<file path="src/rtl/sync_slave_tx.sv">
module sync_slave_tx #(
  parameter int DW = 8
) (
  input  logic          clk,
  input  logic          rst_n,
  input  logic          sclk_in,
  input  logic          sync_mode,
  input  logic          port_en,
  input  logic          master_sel,
  input  logic          rx_single_en,
  input  logic          rx_cont_en,
  input  logic          tx_en,
  input  logic          clk_pol,
  input  logic          frame9,
  input  logic          bit9,
  input  logic          tx_int_en,
  input  logic          wr_stb,
  input  logic [DW-1:0] wr_data,
  output logic          sdo,
  output logic          buf_empty,
  output logic          shift_empty,
  output logic          tx_irq
);
  localparam int FW = DW + 1;
  localparam int CW = $clog2(FW + 1);

  logic          run, accept, shift_evt, done, free;
  logic [2:0]    sclk_q;
  logic [FW-1:0] shreg;
  logic [CW-1:0] cnt;
  logic          busy;
  logic [DW-1:0] hold_data;
  logic          hold9, hold_n9, hold_full;

  assign run    = sync_mode & port_en & ~master_sel & ~rx_single_en & ~rx_cont_en & tx_en;
  assign accept = run & wr_stb;

  always_ff @(posedge clk or negedge rst_n)
    if (!rst_n) sclk_q <= '0;
    else        sclk_q <= {sclk_q[1:0], sclk_in};

  assign shift_evt = clk_pol ? (sclk_q[1] & ~sclk_q[2]) : (~sclk_q[1] & sclk_q[2]);
  assign done      = busy & shift_evt & (cnt == CW'(1));
  assign free      = ~busy | (done & ~hold_full);

  always_ff @(posedge clk or negedge rst_n) begin
    if (!rst_n) begin
      shreg     <= '0;
      cnt       <= '0;
      busy      <= 1'b0;
      hold_data <= '0;
      hold9     <= 1'b0;
      hold_n9   <= 1'b0;
      hold_full <= 1'b0;
    end else if (!run) begin
      busy      <= 1'b0;
      cnt       <= '0;
      hold_full <= 1'b0;
    end else begin
      if (busy && shift_evt) begin
        if (cnt == CW'(1)) begin
          if (hold_full) begin
            shreg     <= {hold9, hold_data};
            cnt       <= hold_n9 ? CW'(FW) : CW'(DW);
            hold_full <= 1'b0;
          end else begin
            busy <= 1'b0;
            cnt  <= '0;
          end
        end else begin
          shreg <= shreg >> 1;
          cnt   <= cnt - CW'(1);
        end
      end
      if (accept) begin
        if (free) begin
          shreg <= {bit9 & frame9, wr_data};
          cnt   <= frame9 ? CW'(FW) : CW'(DW);
          busy  <= 1'b1;
        end else begin
          hold_data <= wr_data;
          hold9     <= bit9 & frame9;
          hold_n9   <= frame9;
          hold_full <= 1'b1;
        end
      end
    end
  end

  assign sdo         = busy ? shreg[0] : 1'b1;
  assign shift_empty = ~busy;
  assign buf_empty   = ~hold_full;
  assign tx_irq      = buf_empty & tx_int_en;

  a_r7_abort_clears: assert property (@(posedge clk) disable iff (!rst_n)
    !run |=> (shift_empty && buf_empty));
  a_r1_no_start_when_off: assert property (@(posedge clk) disable iff (!rst_n)
    (!run && shift_empty) |=> shift_empty);
  a_r3_hold_implies_shifting: assert property (@(posedge clk) disable iff (!rst_n)
    !buf_empty |-> !shift_empty);
  a_r4_idle_line_high: assert property (@(posedge clk) disable iff (!rst_n)
    shift_empty |-> sdo);
  a_r5_count_in_range: assert property (@(posedge clk) disable iff (!rst_n)
    busy |-> (cnt != '0 && cnt <= CW'(FW)));
  a_r2_shift_waits_edge: assert property (@(posedge clk) disable iff (!rst_n)
    (busy && !shift_evt) |=> $stable(shreg));
endmodule

</file>
<file path="config.mk">
export PLATFORM = sky130hd
export DESIGN_NAME = sync_slave_tx
export DESIGN_NICKNAME = d
export VERILOG_FILES = /design/src/rtl/sync_slave_tx.sv
export SDC_FILE = /design/constraint.sdc
export NUM_CORES = 1
export LEC_CHECK = 0
export BUFFER_PORTS_ARGS = -buffer_cell sky130_fd_sc_hd__buf_2
export CORE_AREA = 2 2 84 86
export CTS_CLUSTER_DIAMETER = 30
export DETAILED_ROUTE_END_ITERATION = 16
export DIE_AREA = 0 0 86 88
export GPL_ROUTABILITY_DRIVEN = 0
export GPL_TIMING_DRIVEN = 0
export PLACE_DENSITY = 0.52
export SYNTH_ARGS = -nofsm -noshare
export SYNTH_HDL_FRONTEND = slang
export SYNTH_SLANG_ARGS = --single-unit
</file>
<file path="constraint.sdc">
create_clock -name clk -period 2.2 [get_ports clk]
set_input_delay 0.11 -clock clk [delete_from_list [all_inputs] [get_ports clk]]
set_output_delay 0.11 -clock clk [all_outputs]
set_load 0.02 [all_outputs]
</file>
# After elaboration in Yosys (flattened, before gate mapping)
# Index checks and enable logic that the tools add are counted.
[op_classes] add_sub_neg=1 n_eq_ne=1 muxes=26 n_bitwise=22 reduce_logical=2
[op_table] op="$mux W9" n=5
[op_table] op="$mux W4" n=6
[op_table] op="$mux W1" n=15
[op_table] op="$and A1 B1 Y1" n=13
[op_table] op="$not A1 Y1" n=8
[op_table] op="$eq A4 B1 Y1 const B" n=1
[op_table] op="$sub A4 B1 Y4 const B" n=1
[op_table] op="$reduce_and A3 Y1" n=1
[op_table] op="$logic_and A1 B1 Y1" n=1
[op_table] op="$or A1 B1 Y1" n=1
[totals] reg_bits=28 input_bits=22 out_inout_bits=4 word_cells=60

# Longest topological paths before layout
# Gate-level depths: netlist (run 1).
[logic_depth] word_depth=10 ltp_mapped=8 ltp_nobuf=6

# Worst setup path before layout (run 1)
# No wires, ideal clock.
[synth_timing] path_type="reg2reg" from="register cnt[1]" to="register hold9" setup_ns=0.125 t_arrival_ns=1.968 required_ns=2.075 slack_ns=0.107 path_stages_with_launch=9 n_path_buf=2 path_cell_list="dfrtp_1 > inv_1 > ha_1 > or4b_1 > buf_4 > a21o_4 > nand3_2 > buf_6 > mux2_4"
[synth_between] elab_chain_len=6
[synth_lines] element="start, declared" line_no="30" source="logic [CW-1:0] cnt;"
[synth_lines] element="start signal, assigned" line_no="64" source="cnt <= hold_n9 ? CW'(FW) : CW'(DW);"
[synth_lines] element="start signal, assigned" line_no="72" source="cnt <= cnt - CW'(1);"
[synth_lines] element="start signal, assigned" line_no="78" source="cnt <= frame9 ? CW'(FW) : CW'(DW);"
[synth_lines] element="$eq A4 B1 Y1" line_no="43" source="assign done = busy & shift_evt & (cnt == CW'(1));"
[synth_lines] element="$and A1 B1 Y1" line_no="43"
[synth_lines] element="$and A1 B1 Y1" line_no="44" source="assign free = ~busy | (done & ~hold_full);"
[synth_lines] element="$or A1 B1 Y1" line_no="44"
[synth_lines] element="$not A1 Y1 (no line)"
[synth_lines] element="$reduce_and A3 Y1 (no line)"
[synth_lines] element="end signal, assigned" line_no="82" source="hold9 <= bit9 & frame9;"
[synth_lines] element="end, declared" line_no="33" source="logic hold9, hold_n9, hold_full;"
# No other way between the ends.
# A chain may end at the register's enable or synchronous reset.

# Final worst setup path (run 1)
[layout_timing] from="register cnt[1]" to="register hold_data[4]"
[layout_between] elab_chain_len=6
[layout_lines] element="$eq A4 B1 Y1" line_no="43"
[layout_lines] element="$and A1 B1 Y1" line_no="43"
[layout_lines] element="$and A1 B1 Y1" line_no="44"
[layout_lines] element="$or A1 B1 Y1" line_no="44"
[layout_lines] element="$not A1 Y1 (no line)"
[layout_lines] element="$reduce_and A3 Y1 (no line)"
[layout_lines] element="end signal, assigned" line_no="81" source="hold_data <= wr_data;"
[layout_lines] element="end, declared" line_no="32" source="logic [DW-1:0] hold_data;"
# No other way between the ends.

==> results.ini, run 1 <==
[yosys]
ys_top_cells_by_count = dfrtp_1, a21oi_1, nor2_1, nor3_1
ys.flop_type = dfrtp_1
synthSimpleGateAreaFrac_pct = 16.04
synth_top_family_by_area = compound AO/OA/AOI/OAI gates
synth_fa_ha_area_share_pct = 1.542
netlist_top_cells_area = dfrtp_1, mux2_4, o211ai_1
async_flop_share_pct = 100.0
syn_inst = 153
synth_edf_count = 0
syn-cell-area_mm2 = 0.001623
synth-xor-area-share_pct = 0
ys_warn_count = 0
synth_top_area_share_pct = 43.18
seq_area_frac_synth_pct = 43.18
avgSynthCellArea_um2 = 10.61
yosysUniqueCellTypes = 43
synth_area_leader_cell = dfrtp_1
synth_nets = 177
synth-compound-area-share_pct = 24.90
synth.most_common_cell = dfrtp_1
ys_ff_latch = 28
synth_mux_area_share_pct = 9.638

[floorplanning]
start_util_pct = 24.43
core_mm2 = 0.006644
die_area_mm2 = 0.007568
die_w_um = 86
die_h_um = 88
rows = 30
io_pins = 26

[placement]
portBuffers = 25
dp_hpwl_mm = 2.716

[detailed_routing]
first_pass_iters = 4
drtIter0Drc = 42
wl_mm = 4.080
wl_per_cell_um = 15.22
drc = 0
antenna_left = 0
vias = 1325
vias_per_cell = 4.944

[clock_tree]
cts_tree = done
clk_pin_slew_ns = 0.10
cts_buffer_depth = 2
clk_latency_ns = 0.27
cts_buffers = 3
h-tree-depth = 1
cts_sinks = 28
root_buffer = clkbuf_8

[timing]
rsz0062_at_grt = false
slew_headroom_pct = 56.53
fin_skew_ns = 0.004271
drv_slew = 0
min_period_over_period_pct = 96.42
finalHoldViolCount = 0
finalCriticalPeriod_ns = 2.121
worst_slew_pin_slew_ns = 0.6520
max_freq_mhz = 471.4
setup_violations = 0
setup-tns-final_ns = 0

[min_path]
hold_path_class = input port to flop
min_from = wr_stb
hold_depth = 3

[status]
status = finished clean

[setup_path]
critPathLaunch = cnt[1]
end_kind = flop
worstSetupPathType = flop to flop
critPathRequiredTime_ns = 2.37
reg2reg_from = cnt[1]
ff2ff_path_depth = 8
crit_fanout = 5
start_kind = flop
worstPathArrival_ns = 2.29

[global_route]
grt.total_usage_pct = 11.41
grt_pass1_vias = 1391
antenna_found_initial = 0
grt_max_degree = 29
overflow = 0
grt_pass1_wl_mm = 6.858

[cells_and_area]
drive_above_1_share_pct = 32.98
fin_nets = 213
final_core_util_pct = 30.40
n_antenna_cell = 0
area_delta_synth_final_pct = 24.44

[pwr]
leakage_nw = 0.8647
power.density_mw_per_mm2 = 476.2
peakVddDrop_uv = 233.2

[job]
drv_cap = 0

## cell usage in the layout (no fill, tap or decap), drive strengths merged, types with 2 or more instances in the layout
master / instances
buf: 33
dfrtp: 28
a21oi: 14
nor3: 11
nor2: 11
mux2: 10
o211ai: 9
o31ai: 9
clkbuf: 9
o21a: 8
nand2: 6
inv: 5
nor2b: 3
nand2b: 3
nand4bb: 2
o41ai: 2
dlygate4sd3: 2
a2111oi: 2
o21ai: 2
ha: 2
## state kept, by name, indices dropped and copies added, names as in the netlist
| signal | cells |
|---|---|
| shreg | 9 |
| hold_data | 8 |
| cnt | 4 |
| sclk_q | 3 |
| busy | 1 |
| hold9 | 1 |
| hold_full | 1 |
| hold_n9 | 1 |
## power by group
part / leakage [nW] / switching, mW / internal [mW]
clock network: 0.0288 / 0.169 / 0.160
registers: 0.379 / 0.0130 / 0.537
logic: 0.457 / 0.0427 / 0.0397
## final cells by class
class,count,area [um^2]
clock buffer,4,55.05
sequential,28,700.7
buffer,9,75.07
inverter,5,18.77
timing repair buffer,31,192.7
fill,685,4624
tap,80,100.1
multi-input combinational,111,877.1
## routing by layer
| metal | up-vias | part of all wire [%] | track usage, % |
|---|---|---|---|
| li1 | 646 | - | - |
| met1 | 644 | 48 | 15.01 |
| met2 | 29 | 47 | 19.17 |
| met3 | 6 | 2.6 | 1.885 |
| met4 | 0 | 1.3 | 3.608 |
| met5 | - | 0 | 0 |
## what timing repair did
action                                 4_1_cts  5_1_grt
setup endpoints to repair                   10       20
endpoints found under the hold margin       29        0
setup buffers                                2        1
pin swaps                                    0        0
gates cloned                                 0        1
gates resized for setup                      4        8
hold buffers                                 2        0
## final timing paths
check                                    end  slack (ns)
worst max-delay path            hold_data[4]        0.08
worst min-delay path                    busy        0.06
min in group asynchronous          sclk_q[1]        0.38
worst min register to register     sclk_q[1]        0.36
max in group asynchronous       hold_data[7]        1.39
worst max register to register  hold_data[4]        0.08
## worst max-delay path, cell delays in order (launching register included)
cell	delay, ns
dfrtp_1	0.40
inv_2	0.08
ha_4	0.14
or4b_4	0.46
buf_8	0.15
a21o_4	0.20
nand3_4	0.12
clkbuf_16	0.17
mux2_4	0.29
## stage by stage
| step | power (mW) | std cells | cell area (um^2) | hold slack (ns) | setup slack (ns) |
|---|---|---|---|---|---|
| global route | 1.008 | 268 | 2019 | 0.06902 | 0.004768 |
| detailed placement | 0.6407 | 258 | 1848 | 0.1850 | -0.04633 |
| floorplan | 0.5964 | 153 | 1623 | -0.1856 | 0.1072 |
| finish | 0.9617 | 268 | 2019 | 0.06075 | 0.07868 |
| global placement | 0.6402 | 258 | 1848 | 0.1900 | -0.03995 |
| CTS | 0.9718 | 266 | 1957 | 0.05861 | 0.01265 |
## cells by family (layout without fill, tap and decap cells)
kind of cell | count (synthesis) | in the layout
muxes | 11 | 11
buffers and inverters | 14 | 49
AOI/OAI and AO/OA | 53 | 53
and+or+nand+nor | 45 | 45
DFF | 28 | 28
adders and majority gates | 2 | 2
No activity file was read; power rests on OpenSTA's default activity.
==> run 2: changes to the inputs <==
ABC_AREA = 1   (was not set)
HOLD_SLACK_MARGIN = 0.08   (was not set)
==> run 2 against run 1 <==
First-iteration DRC count up 50%; sequential cell count is the same; combinational power is 83% higher; clock power up 23%; hold slack better by 0.033 ns; count of clock-buffer cells in the layout fell by 1; maximum frequency up 31%.
==> results.ini, run 2 <==
[global_route]
grt.total_usage_pct = 10.28  ; -1.1 points
grt_pass1_wl_mm = 6.154  ; -10%
overflow = 0  ; unchanged
grt_pass1_vias = 1309  ; -5.9%
grt_max_degree = 29  ; unchanged
antenna_found_initial = 0  ; unchanged

[yosys]
synth_mux_area_share_pct = 0  ; -9.6 points
async_flop_share_pct = 100.0  ; unchanged
ys_warn_count = 0  ; unchanged
synth_area_leader_cell = dfrtp_1
synthSimpleGateAreaFrac_pct = 37.49  ; +21 points
seq_area_frac_synth_pct = 43.38  ; +0.20 points
synth-compound-area-share_pct = 8.753  ; -16 points
synth_top_area_share_pct = 43.38  ; +0.20 points
ys.flop_type = dfrtp_1
synth_fa_ha_area_share_pct = 1.549  ; +0.0072 points
synth_top_family_by_area = simple AND/OR/NAND/NOR gates
yosysUniqueCellTypes = 25  ; -42%
netlist_top_cells_area = dfrtp_1, nand2_1, nand3_2
synth-xor-area-share_pct = 0  ; unchanged
ys_ff_latch = 28  ; unchanged
syn-cell-area_mm2 = 0.001615  ; -0.46%
ys_top_cells_by_count = nand2_1, dfrtp_1, inv_1
synth_edf_count = 0  ; unchanged
avgSynthCellArea_um2 = 8.036  ; -24%
synth.most_common_cell = nand2_1
synth_nets = 225  ; +27%
syn_inst = 201  ; +31%

[cells_and_area]
reg.largest.list = shreg (9), hold_data (8), cnt (4)
layout_common_cells = nand2_1, dfrtp_1, buf_2, inv_1
layout.cells.non_filler = 320  ; +19%
largest_reg_flops = 9  ; unchanged
n_antenna_cell = 0  ; unchanged
final_core_util_pct = 30.28  ; -0.11 points
layout_commonest_cell = nand2_1
largest-register = shreg
area_delta_synth_final_pct = 24.55  ; about the same
design_area_mm2 = 0.002012  ; -0.37%
drive_above_1_share_pct = 26.67  ; -6.3 points
fin_nets = 265  ; +24%

[setup_path]
critPathRequiredTime_ns = 2.37  ; about the same
critPathLaunch = cnt[1]
reg2reg_from = cnt[1]
r2r_slack_ns = 0.58  ; +0.50 ns
crit_fanout = 10  ; +5
worstSetupPathType = flop to flop
end_kind = flop
start_kind = flop
worstPathArrival_ns = 1.79  ; -0.50 ns

[placement]
place_inst = 306  ; +19%
dp_hpwl_mm = 2.593  ; -4.5%
detailedPlace.worstSlack_ns = 0.5834  ; +0.6298 ns
portBuffers = 25  ; unchanged
placed_area_mm2 = 0.001841  ; -0.41%

[detailed_routing]
drc = 0  ; unchanged
antenna_left = 0  ; unchanged
vias = 1382  ; +4.3%
drtIter0Drc = 63  ; +50%
first_pass_iters = 4  ; unchanged
wl_mm = 3.674  ; -10%
vias_per_cell = 4.319  ; -13%
wl_per_cell_um = 11.48  ; -25%

[clock_tree]
cts_sinks = 28  ; unchanged
clk_latency_ns = 0.27  ; about the same
post_cts_buffers = 0  ; -2
cts_buffer_depth = 2  ; unchanged
cts_tree = done
cts_buffers = 3  ; unchanged
h-tree-depth = 1  ; unchanged
root_buffer = clkbuf_8
clk_pin_slew_ns = 0.10  ; about the same

[timing]
drv_slew = 0  ; unchanged
worst_slew_pin_slew_ns = 0.6486  ; -0.003464 ns
slew_headroom_pct = 56.76  ; +0.23 points
max_freq_mhz = 618.5  ; +31%
setup_violations = 0  ; unchanged
fin_ws_ns = 0.5832  ; +0.5045 ns
rsz0062_at_grt = false
min_period_over_period_pct = 73.49  ; -23 points
finalCriticalPeriod_ns = 1.617  ; -0.5045 ns
finalHoldViolCount = 0  ; unchanged
hold_slack_ns = 0.09373  ; +0.03298 ns
fin_skew_ns = 0.001992  ; -0.002278 ns
setup-tns-final_ns = 0  ; unchanged

[job]
drv_cap = 0  ; unchanged

[floorplanning]
die_w_um = 86  ; unchanged
core_mm2 = 0.006644  ; unchanged
rows = 30  ; unchanged
die_h_um = 88  ; unchanged
die_area_mm2 = 0.007568  ; unchanged
start_util_pct = 24.31  ; -0.11 points
io_pins = 26  ; unchanged

[pwr]
power.density_mw_per_mm2 = 556.5  ; +17%
seqPwrFrac_pct = 50.2  ; -7.0 points
peakVddDrop_uv = 216.5  ; -7.2%
combPwrFrac_pct = 13.5  ; +4.9 points
switching_share_pct = 22.77  ; -0.63 points
p_switching_mw = 0.2549  ; +13%
clock_power_share_pct = 36.3  ; +2.0 points
internal-power_mw = 0.8647  ; +17%
leakage_nw = 1.024  ; +18%
finalPower_mw = 1.120  ; +16%

[min_path]
min_from = wr_data[7]
hold_path_class = input port to flop

[status]
status = finished clean

## run 2: path summary, 6_finish.rpt
check / endpoint / cells past startpoint
max: cnt[0] / 10
min: hold_data[7] / 3
max reg2reg: cnt[0] / 10
min reg2reg: sclk_q[1] / 0
max in group asynchronous: shreg[3] / 2
min in group asynchronous: sclk_q[0] / 2
## run 2: power by group through the flow
stage                     logic, mW  registers, mW  clock network (mW)
final                         0.151          0.562               0.407
after CTS                     0.154          0.562               0.425
after detailed placement      0.140          0.572                   0
after global routing          0.173          0.566               0.445
after global placement        0.136          0.571                   0
after floorplan              0.0940          0.567                   0
## run 2: metal layers
metal	share of wire (%)	vias to the layer above	track usage [%]
met5	0	-	0
met4	0.93	0	3.463
met3	2.3	2	1.414
met2	49	16	17.90
met1	48	654	13.10
li1	-	710	-
## run 2: repair_timing
| item | 4_1_cts | 5_1_grt |
|---|---|---|
| endpoints found under the hold margin | 44 | 0 |
| hold buffers | 10 | 0 |
| gates resized for setup | 0 | 0 |
## run 2: cells by family after synthesis
kind of cell	count (synthesis)
fa+ha+maj	2
simple gates	121
flops	28
buf+inv	29
compound gates	21
## run 2: critical path: stages (launching register included)
cell and delay [ns]:
dfrtp_1 0.41, inv_1 0.08, ha_1 0.16, nand2_1 0.15, o21ai_2 0.19, nand2_4 0.09
nand2_2 0.09, nand2_2 0.06, buf_6 0.15, nand3_1 0.07, nand2_1 0.05
## run 2: layout make-up
class                   instances  area, um^2
clock buffers                   3       41.29
clock inverters                 1       30.03
multi-input cells             144       772.0
plain buffers                   5       52.55
well taps                      80       100.1
fillers                       727        4632
repair buffers                 35       225.2
inverters                      24       90.09
flip-flops and latches         28       700.7
